File: config.mk
export PLATFORM = sky130hd
export DESIGN_NAME = wwin_wr_driver
export DESIGN_NICKNAME = d
export VERILOG_FILES = /design/src/rtl/wwd_pkg.sv /design/src/rtl/wwd_rst_sync.sv /design/src/rtl/wwd_seq.sv /design/src/rtl/wwd_hold.sv /design/src/rtl/wwd_beat_mux.sv /design/src/rtl/wwin_wr_driver.sv
export SDC_FILE = /design/constraint.sdc
export NUM_CORES = 1
export LEC_CHECK = 0
export ABC_AREA = 1
export CAP_MARGIN = 20
export CELL_PAD_IN_SITES_DETAIL_PLACEMENT = 1
export CELL_PAD_IN_SITES_GLOBAL_PLACEMENT = 2
export CORE_ASPECT_RATIO = 0.9
export CORE_MARGIN = 5
export CORE_UTILIZATION = 21
export CTS_CLUSTER_DIAMETER = 150
export DETAILED_ROUTE_END_ITERATION = 7
export MAX_ROUTING_LAYER = met4
export PLACE_DENSITY_LB_ADDON = 0.1
export SKIP_LAST_GASP = 1
export SLEW_MARGIN = 30
export SYNTH_ARGS = -nofsm -noshare
export SYNTH_HDL_FRONTEND = slang
export SYNTH_SLANG_ARGS = --single-unit
File: constraint.sdc
create_clock -name clk -period 10.21 [get_ports clk]
set_input_delay 3.063 -clock clk [delete_from_list [all_inputs] [get_ports clk]]
set_output_delay 3.063 -clock clk [all_outputs]
set_load 0.02 [all_outputs]
File: src/rtl/wwd_pkg.sv
package wwd_pkg;

  typedef enum logic [1:0] {
    ST_IDLE  = 2'd0,
    ST_BEAT1 = 2'd1,
    ST_BEAT2 = 2'd2
  } wwd_state_e;

endpackage

File: src/rtl/wwd_rst_sync.sv
module wwd_rst_sync #(
  parameter int STAGES = 2
) (
  input  logic clk,
  input  logic arst_n,
  output logic srst_n
);

  logic [STAGES-1:0] sync_q;

  always_ff @(posedge clk or negedge arst_n) begin
    if (!arst_n) begin
      sync_q <= '0;
    end else begin
      sync_q <= {sync_q[STAGES-2:0], 1'b1};
    end
  end

  assign srst_n = sync_q[STAGES-1];

endmodule

File: src/rtl/wwd_seq.sv
module wwd_seq
  import wwd_pkg::*;
(
  input  logic clk,
  input  logic rst_n,
  input  logic req_valid,
  output logic req_ready,
  output logic cap_en,
  output logic beat_first,
  output logic beat_second
);

  wwd_state_e state_q;
  wwd_state_e state_d;

  always_comb begin
    state_d = state_q;
    case (state_q)
      ST_IDLE:  if (req_valid) state_d = ST_BEAT1;
      ST_BEAT1: state_d = ST_BEAT2;
      ST_BEAT2: state_d = ST_IDLE;
      default:  state_d = ST_IDLE;
    endcase
  end

  always_ff @(posedge clk or negedge rst_n) begin
    if (!rst_n) begin
      state_q <= ST_IDLE;
    end else begin
      state_q <= state_d;
    end
  end

  assign req_ready   = rst_n && (state_q == ST_IDLE);
  assign cap_en      = req_ready && req_valid;
  assign beat_first  = (state_q == ST_BEAT1);
  assign beat_second = (state_q == ST_BEAT2);

  // the handshake closes for the whole transfer
  p_ready_drop_r2: assert property (@(posedge clk) disable iff (!rst_n)
    cap_en |=> !req_ready && beat_first);

  // the valid-bit cycle always follows the payload cycle
  p_beat2_follows_r4: assert property (@(posedge clk) disable iff (!rst_n)
    beat_first |=> beat_second && !req_ready);

  // back to idle right after the second cycle
  p_idle_after_r5: assert property (@(posedge clk) disable iff (!rst_n)
    beat_second |=> req_ready && !beat_first && !beat_second);

  p_beats_exclusive_r8: assert property (@(posedge clk) disable iff (!rst_n)
    !(beat_first && beat_second));

endmodule

File: src/rtl/wwd_hold.sv
module wwd_hold #(
  parameter int LW_W   = 32,
  parameter int NUM_LW = 8
) (
  input  logic                     clk,
  input  logic                     rst_n,
  input  logic                     cap_en,
  input  logic [LW_W*NUM_LW-1:0]   d_in,
  input  logic [NUM_LW-1:0]        m_in,
  output logic [LW_W*NUM_LW-1:0]   d_q,
  output logic [NUM_LW-1:0]        m_q
);

  for (genvar g = 0; g < NUM_LW; g++) begin : g_lane
    always_ff @(posedge clk or negedge rst_n) begin
      if (!rst_n) begin
        d_q[g*LW_W +: LW_W] <= '0;
      end else if (cap_en) begin
        d_q[g*LW_W +: LW_W] <= d_in[g*LW_W +: LW_W];
      end
    end
  end

  always_ff @(posedge clk or negedge rst_n) begin
    if (!rst_n) begin
      m_q <= '0;
    end else if (cap_en) begin
      m_q <= m_in;
    end
  end

  // held values change only on a capture
  p_hold_stable_r6: assert property (@(posedge clk) disable iff (!rst_n)
    !cap_en |=> $stable(d_q) && $stable(m_q));

endmodule

File: src/rtl/wwd_beat_mux.sv
module wwd_beat_mux #(
  parameter int LW_W   = 32,
  parameter int NUM_LW = 8
) (
  input  logic                     beat_first,
  input  logic                     beat_second,
  input  logic [LW_W*NUM_LW-1:0]   d_q,
  input  logic [NUM_LW-1:0]        m_q,
  output logic [LW_W*NUM_LW-1:0]   bus_out
);

  localparam int DATA_W = LW_W * NUM_LW;

  logic [DATA_W-1:0] mask_ext;
  assign mask_ext = {{(DATA_W-NUM_LW){1'b0}}, m_q};

  for (genvar g = 0; g < NUM_LW; g++) begin : g_lane
    always_comb begin
      if (beat_first) begin
        bus_out[g*LW_W +: LW_W] = d_q[g*LW_W +: LW_W];
      end else if (beat_second) begin
        bus_out[g*LW_W +: LW_W] = mask_ext[g*LW_W +: LW_W];
      end else begin
        bus_out[g*LW_W +: LW_W] = '0;
      end
    end
  end

endmodule

File: src/rtl/wwin_wr_driver.sv
module wwin_wr_driver #(
  parameter int LW_W       = 32,
  parameter int NUM_LW     = 8,
  parameter int RST_STAGES = 2
) (
  input  logic                     clk,
  input  logic                     rst_n,
  input  logic                     wr_valid,
  output logic                     wr_ready,
  input  logic [LW_W*NUM_LW-1:0]   wr_data,
  input  logic [NUM_LW-1:0]        wr_mask,
  output logic                     bus_dvalid,
  output logic                     bus_second,
  output logic [LW_W*NUM_LW-1:0]   bus_data
);

  localparam int DATA_W = LW_W * NUM_LW;

  logic              srst_n;
  logic              cap_en;
  logic              beat_first;
  logic              beat_second;
  logic [DATA_W-1:0] d_q;
  logic [NUM_LW-1:0] m_q;

  wwd_rst_sync #(.STAGES(RST_STAGES)) u_rst_sync (
    .clk    (clk),
    .arst_n (rst_n),
    .srst_n (srst_n)
  );

  wwd_seq u_seq (
    .clk         (clk),
    .rst_n       (srst_n),
    .req_valid   (wr_valid),
    .req_ready   (wr_ready),
    .cap_en      (cap_en),
    .beat_first  (beat_first),
    .beat_second (beat_second)
  );

  wwd_hold #(.LW_W(LW_W), .NUM_LW(NUM_LW)) u_hold (
    .clk    (clk),
    .rst_n  (srst_n),
    .cap_en (cap_en),
    .d_in   (wr_data),
    .m_in   (wr_mask),
    .d_q    (d_q),
    .m_q    (m_q)
  );

  wwd_beat_mux #(.LW_W(LW_W), .NUM_LW(NUM_LW)) u_mux (
    .beat_first  (beat_first),
    .beat_second (beat_second),
    .d_q         (d_q),
    .m_q         (m_q),
    .bus_out     (bus_data)
  );

  assign bus_dvalid = beat_first || beat_second;
  assign bus_second = beat_second;

  // payload cycle carries what was accepted
  p_payload_r3: assert property (@(posedge clk) disable iff (!srst_n)
    (wr_valid && wr_ready) |=> bus_dvalid && !bus_second && (bus_data == $past(wr_data)));

  // mask cycle carries the accepted mask, upper lines quiet
  p_mask_r4: assert property (@(posedge clk) disable iff (!srst_n)
    (wr_valid && wr_ready) |=> ##1 bus_second &&
      (bus_data[NUM_LW-1:0] == $past(wr_mask, 2)) && (bus_data[DATA_W-1:NUM_LW] == '0));

  // idle bus is quiet
  p_idle_zero_r8: assert property (@(posedge clk) disable iff (!srst_n)
    !bus_dvalid |-> (bus_data == '0) && !bus_second);

endmodule

Yosys cells after proc, flatten, opt, wreduce, memory -nomap -nowiden
Cells that the tools add are included.
- add/subtract/negate cells: 0
- $mul: 0
- divide/modulo/power cells: 0
- $lt $le $gt $ge: 0
- eq/ne operators: 3
- shift-type cells: 0
- multiplexer cells: 11
- bitwise gates (word level): 0
- reductions and logical operators: 4
- operator list (cell ; number):
    $mux W32 ; 8
    $mux W8 ; 1
    $pmux W2 S2 ; 1
    $eq A2 B1 Y1 const B ; 1
    $eq A2 B2 Y1 const B ; 1
    $logic_and A1 B1 Y1 ; 2
    $logic_not A2 Y1 ; 1
    $mux W2 ; 1
    $ne A2 B2 Y1 const B ; 1
    $logic_or A1 B1 Y1 ; 1
- register bits after elaboration: 268
- latch bits: 0
- memory bits (writable): 0
- bits in read-only memories: 0
- input bits: 267
- output and inout port bits: 259
- memories kept: 0

Logic depth before layout (Yosys ltp)
Gate-level depths: netlist of the first run.
- word-level depth: 3
- depth in mapped cells: 8
- mapped depth without buffers: 6

Hierarchy
From an unflattened synthesis of the first run, not the netlist that was laid out.
- cell total of the unflattened synthesis: 1685
- area total of the unflattened synthesis: 12301.8 um^2
- by module, submodules not included (module ; times used ; cells an instance ; area an instance (um^2)):
    wwd_hold ; 1 ; 1115 ; 9873.2
    wwd_beat_mux ; 1 ; 551 ; 2268.4
    wwd_seq ; 1 ; 13 ; 95.1
    wwd_rst_sync ; 1 ; 3 ; 53.8
    wwin_wr_driver ; 1 ; 3 ; 11.3

Least setup slack after synthesis of the first run
No wires, ideal clock.
- path kind: register -> output
- start point: register u_rst_sync.sync_q[1]
- end point: output wr_ready
- data arrival time: 7484 ps
- path slack: -337 ps
- cell stages (with the launch flop): 6
- buffers on the path: 3
- cells stage by stage: dfrtp_1 buf_2 buf_4 buf_2 nand2_1 inv_1
- longest elaborated chain between the ends: 1
- RTL lines (element ; line ; RTL):
    start: declaration ; wwd_rst_sync.sv:9 ; logic [STAGES-1:0] sync_q;
    start signal: assignment ; wwd_rst_sync.sv:15 ; sync_q <= {sync_q[STAGES-2:0], 1'b1};
    $logic_and A1 B1 Y1 ; wwd_seq.sv:34 ; assign req_ready = rst_n && (state_q == ST_IDLE);
    end: declaration ; wwin_wr_driver.sv:9 ; output logic wr_ready,
Every way passes these cells.

Final worst setup path of the first run
- start point: register u_seq.state_q[1]
- end point: output bus_data[93]
- longest elaborated chain between the ends: 2
- RTL lines (element ; line ; RTL):
    start: declaration ; wwd_seq.sv:13 ; wwd_state_e state_q;
    start signal: assignment ; wwd_seq.sv:30 ; state_q <= state_d;
    $eq A2 B1 Y1 ; wwd_seq.sv:36 ; assign beat_first = (state_q == ST_BEAT1);
    $mux W32 ; wwd_beat_mux.sv:19 ; if (beat_first) begin
    end: declaration ; wwin_wr_driver.sv:14 ; output logic [LW_W*NUM_LW-1:0] bus_data
Every way passes these cells.

==> results of run 1 <==
power by group through the flow:
stage	registers, mW	clock network, mW	logic [mW]
after global routing	2.01	1.33	3.10
after floorplan	1.84	0	1.67
after global placement	1.95	0	2.83
final	1.94	1.23	2.79
after detailed placement	1.95	0	2.86
after CTS	1.95	1.30	2.87
layer usage:
| metal | wire length (µm) | GRT usage |
|---|---|---|
| met3 | 5351 | 0.06588 |
| met5 | 0 | - |
| met1 | 25060 | 0.2070 |
| met2 | 27810 | 0.2737 |
| met4 | 1147 | 0.04066 |
worst min-delay path by stage:
stage	start	endpoint	slack, ps	cells past startpoint
after floorplan	u_rst_sync.sync_q[0]$_DFF_PN0_	u_rst_sync.sync_q[1]$_DFF_PN0_	330	0
after global placement	u_rst_sync.sync_q[1]$_DFF_PN0_	u_hold.d_q[9]$_DFFE_PN0P_	320	0
after detailed placement	u_rst_sync.sync_q[1]$_DFF_PN0_	u_hold.d_q[12]$_DFFE_PN0P_	330	0
after CTS	u_rst_sync.sync_q[1]$_DFF_PN0_	u_hold.d_q[7]$_DFFE_PN0P_	330	0
after global routing	u_rst_sync.sync_q[1]$_DFF_PN0_	u_hold.d_q[3]$_DFFE_PN0P_	350	0
final	u_rst_sync.sync_q[1]$_DFF_PN0_	u_hold.d_q[3]$_DFFE_PN0P_	310	0
stage by stage:
step	area (µm²)	std cells	power [mW]	utilization
after floorplan	13360	1751	3.508	-
after global placement	18930	2990	4.776	0.3015
after detailed placement	18950	2990	4.812	0.3018
after CTS	20070	3051	6.114	0.3196
after global routing	20120	3072	6.440	0.3204
final	20130	3074	5.959	0.3205
cell families after synthesis:
kind of cell | count (synthesis)
other | 1
AND/OR/NAND/NOR | 1074
flip-flops | 268
adder cells (fa/ha/maj) | 5
buffers and inverters | 403
registers in the layout, summed over array words and instances (netlist names):
signal / count
u_hold.m_q: 8
u_seq.state_q: 2
u_rst_sync.sync_q: 2
u_hold.d_q: 256
cell type report:
cell class	count	area, µm²	area share
repair buffers	543	5425	0.2695
clock buffers	51	1018	0.05060
multi-input cells	1080	4807	0.2388
flip-flops and latches	268	6710	0.3334
well taps	845	1057	0.05252
clock inverters	10	100.1	0.004973
inverters	254	953.4	0.04736
diodes	23	57.56	0.002859
Yosys cell counts:
master and n:
inv_1 254, ha_1 5, clkbuf_1 9, nor2_1 1
nand4_1 264, dfrtp_1 268, buf_6 29, conb_1 1
buf_4 5, buf_2 106, nand3_2 1, nand2_1 800
nand3_1 8
critical path, stage by stage, from the launching register on:
cell and delay (ps):
dfrtp_1 390, inv_1 180, ha_4 460, buf_4 750, nand2_1 160, inv_1 100
clkdlybuf4s50_1 600
==> impl_metrics.py, run 1 <==
metrics = {
    "outcome": {
        "status": "completed",
    },
    "cts": {
        "cts_tree": "done",
        "cts_htree_levels": 2,
        "cts.sink_count": 268,
        "clockBufferDepth": 3,
        "clk_latency_ps": 540,
        "numCtsBuffers": 36,
        "cts_root_buf": "clkbuf_16",
        "ctsResizeCount": 0,
        "post-cts-setup-buffers": 0,
        "clk_pin_slew_worst_paths_ps": 50,
        "cts-hold-fix-buffers": 0,
    },
    "timing": {
        "fin_ws_ps": 3847,
        "finalCritPeriodShare": 0.6232,
        "fmax_mhz": 157.2,
        "drv_slew": 0,
        "finalSetupTns_ps": 0,
        "hold_slack_ps": 307.7,
        "setup_viol": 0,
        "clock_skew_ps": 11.37,
        "final.min_clock_period_ps": 6363,
        "hold_violations": 0,
        "rsz0062_at_grt": "false",
        "slew_headroom": 0.3358,
        "worstMarginPinSlew_ps": 996.3,
    },
    "synthesis": {
        "muxShareOfSynthArea": 0,
        "seq_area_frac_synth": 0.5019,
        "syn_nets": 2023,
        "syn_inst": 1751,
        "yosys.area_share.xor_xnor": 0,
        "synth_compound_area_frac": 0,
        "synthesis.area_um2": 13360,
        "synth-adder-area-share": 0.004682,
        "yosysTopAreaCell": "dfrtp_1",
        "synth_simple_gate_area_share": 0.3523,
        "yosys_warnings": 0,
        "synth_top_area_share": 0.5019,
        "avgSynthCellArea_um2": 7.632,
        "synth_top_family_by_area": "simple AND/OR/NAND/NOR gates",
        "ys_types": 13,
        "yosys-top-cells-area": "dfrtp_1 (50%), nand2_1 (22%), nand4_1 (12%)",
        "ys_ff_latch": 268,
    },
    "drt": {
        "first_pass_iters": 4,
        "vias": 13166,
        "drtIter0Drc": 603,
        "drcViolationCount": 0,
        "routed_wl_um": 59360,
        "wire_per_inst_um": 19.31,
        "vias_per_cell": 4.283,
        "drtAntennaViolNets": 0,
    },
    "grt": {
        "grt_pass1_wl_um": 89830,
        "track_usage": 0.1720,
        "grt_max_degree": 167,
        "antenna_found_initial": 21,
        "grt_overflow_total": 0,
        "first_global_vias": 14075,
    },
    "worst_setup_path": {
        "rr_startpoint": "u_rst_sync.sync_q[1]$_DFF_PN0_",
        "start_kind": "flop",
        "crit_required_ps": 7150,
        "crit_arrival_ps": 3300,
        "crit_fanout": 85,
        "cp-end-kind": "primary output",
        "timing.rr.end": "u_hold.d_q[118]$_DFFE_PN0P_",
        "critPathLaunch": "u_seq.state_q[1]$_DFFE_PN0P_",
        "r2r_setup_slack_ps": 6910,
        "worstRegToRegCells": 5,
        "worstSetupPathType": "flop to primary output",
        "endpoint": "bus_data[93]",
    },
    "job": {
        "maxCapViolations": 0,
    },
    "power": {
        "comb_power_share": 0.468,
        "p_leak_nw": 10.86,
        "p_switching_mw": 2.516,
        "internal_power_mw": 3.443,
        "switching_share": 0.4222,
        "p_clk_frac": 0.207,
        "seq_power_share": 0.326,
        "vdd_drop_max_mv": 0.1328,
        "p_per_area_nw_per_um2": 296.1,
    },
    "worst_hold_path": {
        "hold_class": "flop to asynchronous set/reset pin",
    },
    "layout": {
        "mostFrequentLayoutCell": "nand2_1",
        "area_growth_pct": 50.64,
        "drive_gt1_frac": 0.03354,
        "final_net_count": 2455,
        "final_cell_mix": "nand2_1 (800), clkdlybuf4s50_1 (524), dfrtp_1 (267)",
        "fillCellCount": 7475,
    },
    "placement": {
        "place.gp.congestion": 0.7631,
        "hpwl_um": 40270,
        "portBuffers": 525,
        "dp_slack_ps": 4365,
    },
    "floorplan": {
        "start_util": 0.2128,
        "die-area_um2": 68780,
        "core-area_um2": 62810,
        "die_w_um": 275.9,
        "die_y_um": 249.3,
        "ios": 526,
        "placementRows": 87,
    },
}
Power figures use the tool's default switching activity.
==> run 2, diff against run 1 <==
--- a/config.mk
+++ b/config.mk
@@ -11,7 +11,7 @@
 export CELL_PAD_IN_SITES_GLOBAL_PLACEMENT = 2
 export CORE_ASPECT_RATIO = 0.9
 export CORE_MARGIN = 5
-export CORE_UTILIZATION = 21
+export CORE_UTILIZATION = 24
 export CTS_CLUSTER_DIAMETER = 150
 export DETAILED_ROUTE_END_ITERATION = 7
 export MAX_ROUTING_LAYER = met4
==> constraint.sdc (replaced) <==
create_clock -name clk -period 6.3 [get_ports clk]
set_input_delay 1.89 -clock clk [delete_from_list [all_inputs] [get_ports clk]]
set_output_delay 1.89 -clock clk [all_outputs]
set_load 0.02 [all_outputs]
==> impl_metrics.py, run 2 (synthesized netlist as in run 1, its figures left out) <==
metrics = {
    "cts": {
        "cts_tree": "done",
        "cts-hold-fix-buffers": 0,
        "clk_pin_slew_worst_paths_ps": 60,
        "numCtsBuffers": 36,
        "cts.sink_count": 268,
        "ctsResizeCount": 0,
        "clockBufferDepth": 3,
        "clk_latency_ps": 530,
        "post-cts-setup-buffers": 0,
        "cts_root_buf": "clkbuf_16",
        "cts_htree_levels": 2,
    },
    "layout": {
        "fin_cells": 2951,
        "final_area_um2": 20100,
        "mostFrequentLayoutCell": "nand2_1",
        "fin_util": 0.3628,
        "drive_gt1_frac": 0.03615,
        "largest_reg_flops": 256,
        "fillCellCount": 6663,
        "largestRegisters": "u_hold.d_q: 256 flops, u_hold.m_q: 8 flops",
        "regMostFlops": "u_hold.d_q",
        "final_net_count": 2459,
        "final_cell_mix": "nand2_1 (800), clkdlybuf4s50_1 (524), dfrtp_1 (267)",
        "area_growth_pct": 50.42,
    },
    "floorplan": {
        "placementRows": 82,
        "die_w_um": 258.7,
        "die_y_um": 233.9,
        "ios": 526,
        "core-area_um2": 55400,
        "die-area_um2": 60500,
        "start_util": 0.2412,
    },
    "placement": {
        "placed_cell_area_um2": 18820,
        "dp_slack_ps": 1645,
        "post-place-cells": 2861,
        "portBuffers": 525,
        "hpwl_um": 38880,
        "place.gp.congestion": 0.7821,
    },
    "drt": {
        "routed_wl_um": 57920,
        "first_pass_iters": 4,
        "wire_per_inst_um": 19.63,
        "drcViolationCount": 0,
        "drtIter0Drc": 817,
        "vias": 13169,
        "vias_per_cell": 4.463,
        "drtAntennaViolNets": 0,
    },
    "timing": {
        "hold_slack_ps": 290.6,
        "setup_viol": 0,
        "finalCritPeriodShare": 0.7762,
        "clock_skew_ps": 15.03,
        "slew_headroom": 0.2415,
        "finalSetupTns_ps": 0,
        "worstMarginPinSlew_ps": 1138,
        "final.min_clock_period_ps": 4890,
        "rsz0062_at_grt": "false",
        "hold_violations": 0,
        "fmax_mhz": 204.5,
        "fin_ws_ps": 1410,
        "drv_slew": 0,
    },
    "worst_setup_path": {
        "cpMostUsedCell": "inv_1",
        "cp-end-kind": "primary output",
        "cpLargestDelayFamily": "buffers and inverters",
        "crit_required_ps": 4410,
        "crit_path_cell_trace": "inv_1, ha_4, buf_12, buf_4, nand2_1, inv_1, clkdlybuf4s50_1",
        "slowest_delay_ps": 640,
        "cp_slowest_cell": "clkdlybuf4s50_1",
        "path_buf_inv": 5,
        "start_kind": "flop",
        "crit_arrival_ps": 3000,
        "worstSetupPathType": "flop to primary output",
        "crit_fanout": 44,
    },
    "grt": {
        "track_usage": 0.1875,
        "grt_overflow_total": 0,
        "grt_pass1_wl_um": 86590,
        "antenna_found_initial": 22,
        "grt_max_degree": 186,
        "first_global_vias": 13876,
    },
    "outcome": {
        "status": "completed",
    },
    "job": {
        "maxCapViolations": 0,
    },
    "worst_hold_path": {
        "hold_class": "flop to asynchronous set/reset pin",
    },
    "power": {
        "p_per_area_nw_per_um2": 484.1,
        "finalPower_mw": 9.731,
        "p_leak_nw": 10.92,
        "vdd_drop_max_mv": 0.2286,
    },
}
-- run 2: final timing paths --
kind	start	endpoint	slack (ps)	cells after the start
worst min-delay path	u_rst_sync.sync_q[1]$_DFF_PN0_	u_hold.d_q[11]$_DFFE_PN0P_	290	0
worst max register to register	u_seq.state_q[0]$_DFFE_PN0P_	u_hold.d_q[253]$_DFFE_PN0P_	3170	6
worst min register to register	u_rst_sync.sync_q[1]$_DFF_PN0_	u_hold.d_q[11]$_DFFE_PN0P_	290	0
worst max-delay path	u_seq.state_q[1]$_DFFE_PN0P_	bus_data[97]	1410	7
min in group clk	u_rst_sync.sync_q[0]$_DFF_PN0_	u_rst_sync.sync_q[1]$_DFF_PN0_	360	0
max in group asynchronous	u_rst_sync.sync_q[1]$_DFF_PN0_	u_hold.d_q[87]$_DFFE_PN0P_	3870	3
-- run 2: final cells by class --
class | count | area (µm²) | area share
repair buffers | 547 | 5522 | 0.2747
clock buffers | 60 | 1132 | 0.05633
multi-input cells | 1080 | 4807 | 0.2392
inverters | 254 | 953.4 | 0.04743
diodes | 24 | 60.06 | 0.002988
well taps | 714 | 893.4 | 0.04444
clock inverters | 4 | 22.52 | 0.001120
flip-flops and latches | 268 | 6710 | 0.3338
-- run 2: per-layer routing --
layer	wire (µm)	up-vias	global-route usage	part of all wire
li1	-	6356	-	-
met1	24230	6437	0.2266	0.42
met2	27780	316	0.3020	0.48
met3	4751	60	0.06686	0.082
met4	1147	0	0.04631	0.020
met5	0	-	-	0
-- run 2: power breakdown --
part           switching [mW]  internal [mW]
clock network           0.805           1.22
registers               0.531           2.60
logic                    2.75           1.82
total                    4.09           5.64
==> run 3, diff against run 2 <==
--- a/config.mk
+++ b/config.mk
@@ -11,7 +11,7 @@
 export CELL_PAD_IN_SITES_GLOBAL_PLACEMENT = 2
 export CORE_ASPECT_RATIO = 0.9
 export CORE_MARGIN = 5
-export CORE_UTILIZATION = 24
+export CORE_UTILIZATION = 21
 export CTS_CLUSTER_DIAMETER = 150
 export DETAILED_ROUTE_END_ITERATION = 7
 export MAX_ROUTING_LAYER = met4
==> constraint.sdc (replaced) <==
create_clock -name clk -period 4.22 [get_ports clk]
set_input_delay 1.266 -clock clk [delete_from_list [all_inputs] [get_ports clk]]
set_output_delay 1.266 -clock clk [all_outputs]
set_load 0.02 [all_outputs]
==> impl_metrics.py, run 3 (synthesized netlist as in run 1, its figures left out) <==
metrics = {
    "power": {
        "p_switching_mw": 6.075,
        "internal_power_mw": 8.364,
        "switching_share": 0.4207,
        "vdd_drop_max_mv": 0.2675,
        "p_leak_nw": 10.92,
        "comb_power_share": 0.476,
        "p_clk_frac": 0.201,
        "seq_power_share": 0.323,
        "finalPower_mw": 14.44,
        "p_per_area_nw_per_um2": 711.5,
    },
    "timing": {
        "finalCritPeriodShare": 0.9513,
        "setup_viol": 0,
        "rsz0062_at_grt": "false",
        "drv_slew": 0,
        "clock_skew_ps": 12.23,
        "hold_violations": 0,
        "slew_headroom": 0.3072,
        "worstMarginPinSlew_ps": 1039,
        "final.min_clock_period_ps": 4014,
        "fmax_mhz": 249.1,
    },
    "cts": {
        "clk_latency_ps": 520,
        "clockBufferDepth": 3,
        "cts_htree_levels": 2,
        "post-cts-setup-buffers": 0,
        "cts.sink_count": 268,
        "cts-hold-fix-buffers": 0,
        "cts_tree": "done",
        "numCtsBuffers": 36,
        "clk_pin_slew_worst_paths_ps": 60,
        "ctsResizeCount": 0,
        "cts_root_buf": "clkbuf_16",
    },
    "worst_setup_path": {
        "start_kind": "flop",
        "crit_fanout": 28,
        "rr_startpoint": "u_seq.state_q[1]$_DFFE_PN0P_",
        "critPathLaunch": "u_seq.state_q[1]$_DFFE_PN0P_",
        "crit_required_ps": 2950,
        "cp-end-kind": "primary output",
        "crit_arrival_ps": 2750,
        "worstSetupPathType": "flop to primary output",
    },
    "layout": {
        "final_net_count": 2465,
        "largestRegisters": "u_hold.d_q: 256 flops, u_hold.m_q: 8 flops",
        "fin_cells": 3086,
        "area_growth_pct": 51.88,
        "fillCellCount": 7440,
        "largest_reg_flops": 256,
        "regMostFlops": "u_hold.d_q",
        "mostFrequentLayoutCell": "nand2_1",
        "final_cell_mix": "nand2_1 (799), clkdlybuf4s50_1 (524), dfrtp_1 (267)",
        "drive_gt1_frac": 0.03657,
    },
    "drt": {
        "drtIter0Drc": 654,
        "drcViolationCount": 0,
        "vias_per_cell": 4.281,
        "wire_per_inst_um": 19.35,
        "routed_wl_um": 59710,
        "drtAntennaViolNets": 0,
        "first_pass_iters": 4,
        "vias": 13210,
    },
    "outcome": {
        "status": "completed",
    },
    "placement": {
        "post-place-cells": 3000,
        "place.gp.congestion": 0.7716,
        "portBuffers": 525,
        "hpwl_um": 41430,
    },
    "grt": {
        "track_usage": 0.1738,
        "grt_pass1_wl_um": 90790,
        "grt_overflow_total": 0,
        "grt_max_degree": 169,
        "first_global_vias": 14265,
        "antenna_found_initial": 22,
    },
    "floorplan": {
        "die_w_um": 275.9,
        "placementRows": 87,
        "start_util": 0.2128,
        "core-area_um2": 62810,
        "die-area_um2": 68780,
        "die_y_um": 249.3,
        "ios": 526,
    },
    "job": {
        "maxCapViolations": 0,
    },
    "worst_hold_path": {
        "hold_path.startpoint": "u_rst_sync.sync_q[0]$_DFF_PN0_",
        "hold_class": "flop to flop",
    },
}
run 3: path summary, 6_finish.rpt:
kind                                             endpoint  slack, ps  depth (start not counted)
setup / recovery                            bus_data[228]        210                          6
hold / removal             u_rst_sync.sync_q[1]$_DFF_PN0_        350                          0
setup reg to reg              u_hold.d_q[225]$_DFFE_PN0P_       1490                          6
hold reg to reg            u_rst_sync.sync_q[1]$_DFF_PN0_        350                          0
max in group asynchronous      u_hold.d_q[88]$_DFFE_PN0P_       2320                          2
min in group asynchronous       u_hold.d_q[9]$_DFFE_PN0P_        480                          1
run 3: power by group through the flow:
stage	sequential [mW]	combinational (mW)	clock, mW
after CTS	4.68	7.10	3.04
after detailed placement	4.70	7.07	0
after global placement	4.70	7.00	0
after floorplan	4.46	4.03	0
final	4.66	6.88	2.90
after global routing	4.83	7.66	3.13
run 3: critical path: stages (launching register included):
cell and delay, ps:
dfrtp_1 390, inv_1 200, ha_4 420, buf_4 380, nand2_1 100, inv_1 90, clkdlybuf4s50_1 620
run 3: metrics by stage:
| stage | hold slack [ps] | worst slack, ps | util | cell area, µm² | TNS (ps) |
|---|---|---|---|---|---|
| floorplan | 331.2 | -101.9 | - | 13380 | -101.9 |
| global placement | 335.9 | 744.4 | 0.3049 | 19150 | 0 |
| detailed placement | 340.9 | 694.0 | 0.3049 | 19150 | 0 |
| CTS | 354.0 | 113.1 | 0.3220 | 20230 | 0 |
| global route | 376.1 | 10.93 | 0.3230 | 20290 | 0 |
| finish | 350.8 | 205.6 | 0.3231 | 20300 | 0 |
run 3: layout make-up:
| type | instances | area [µm²] | share of cell area |
|---|---|---|---|
| diodes | 26 | 65.06 | 0.003206 |
| clock buffers | 54 | 1020 | 0.05024 |
| clock inverters | 6 | 57.56 | 0.002836 |
| inverters | 254 | 953.4 | 0.04698 |
| multi-input cells | 1080 | 4810 | 0.2370 |
| flip-flops and latches | 268 | 6710 | 0.3306 |
| well taps | 845 | 1057 | 0.05209 |
| repair buffers | 553 | 5623 | 0.2770 |
run 3: metal layers:
layer  vias up  GRT usage  wire length (µm)
met1      6463     0.2080             25220
met4         0    0.03667              1051
met2       308     0.2857             28710
li1       6380          -                 -
met3        59    0.05894              4731
met5         -          -                 0
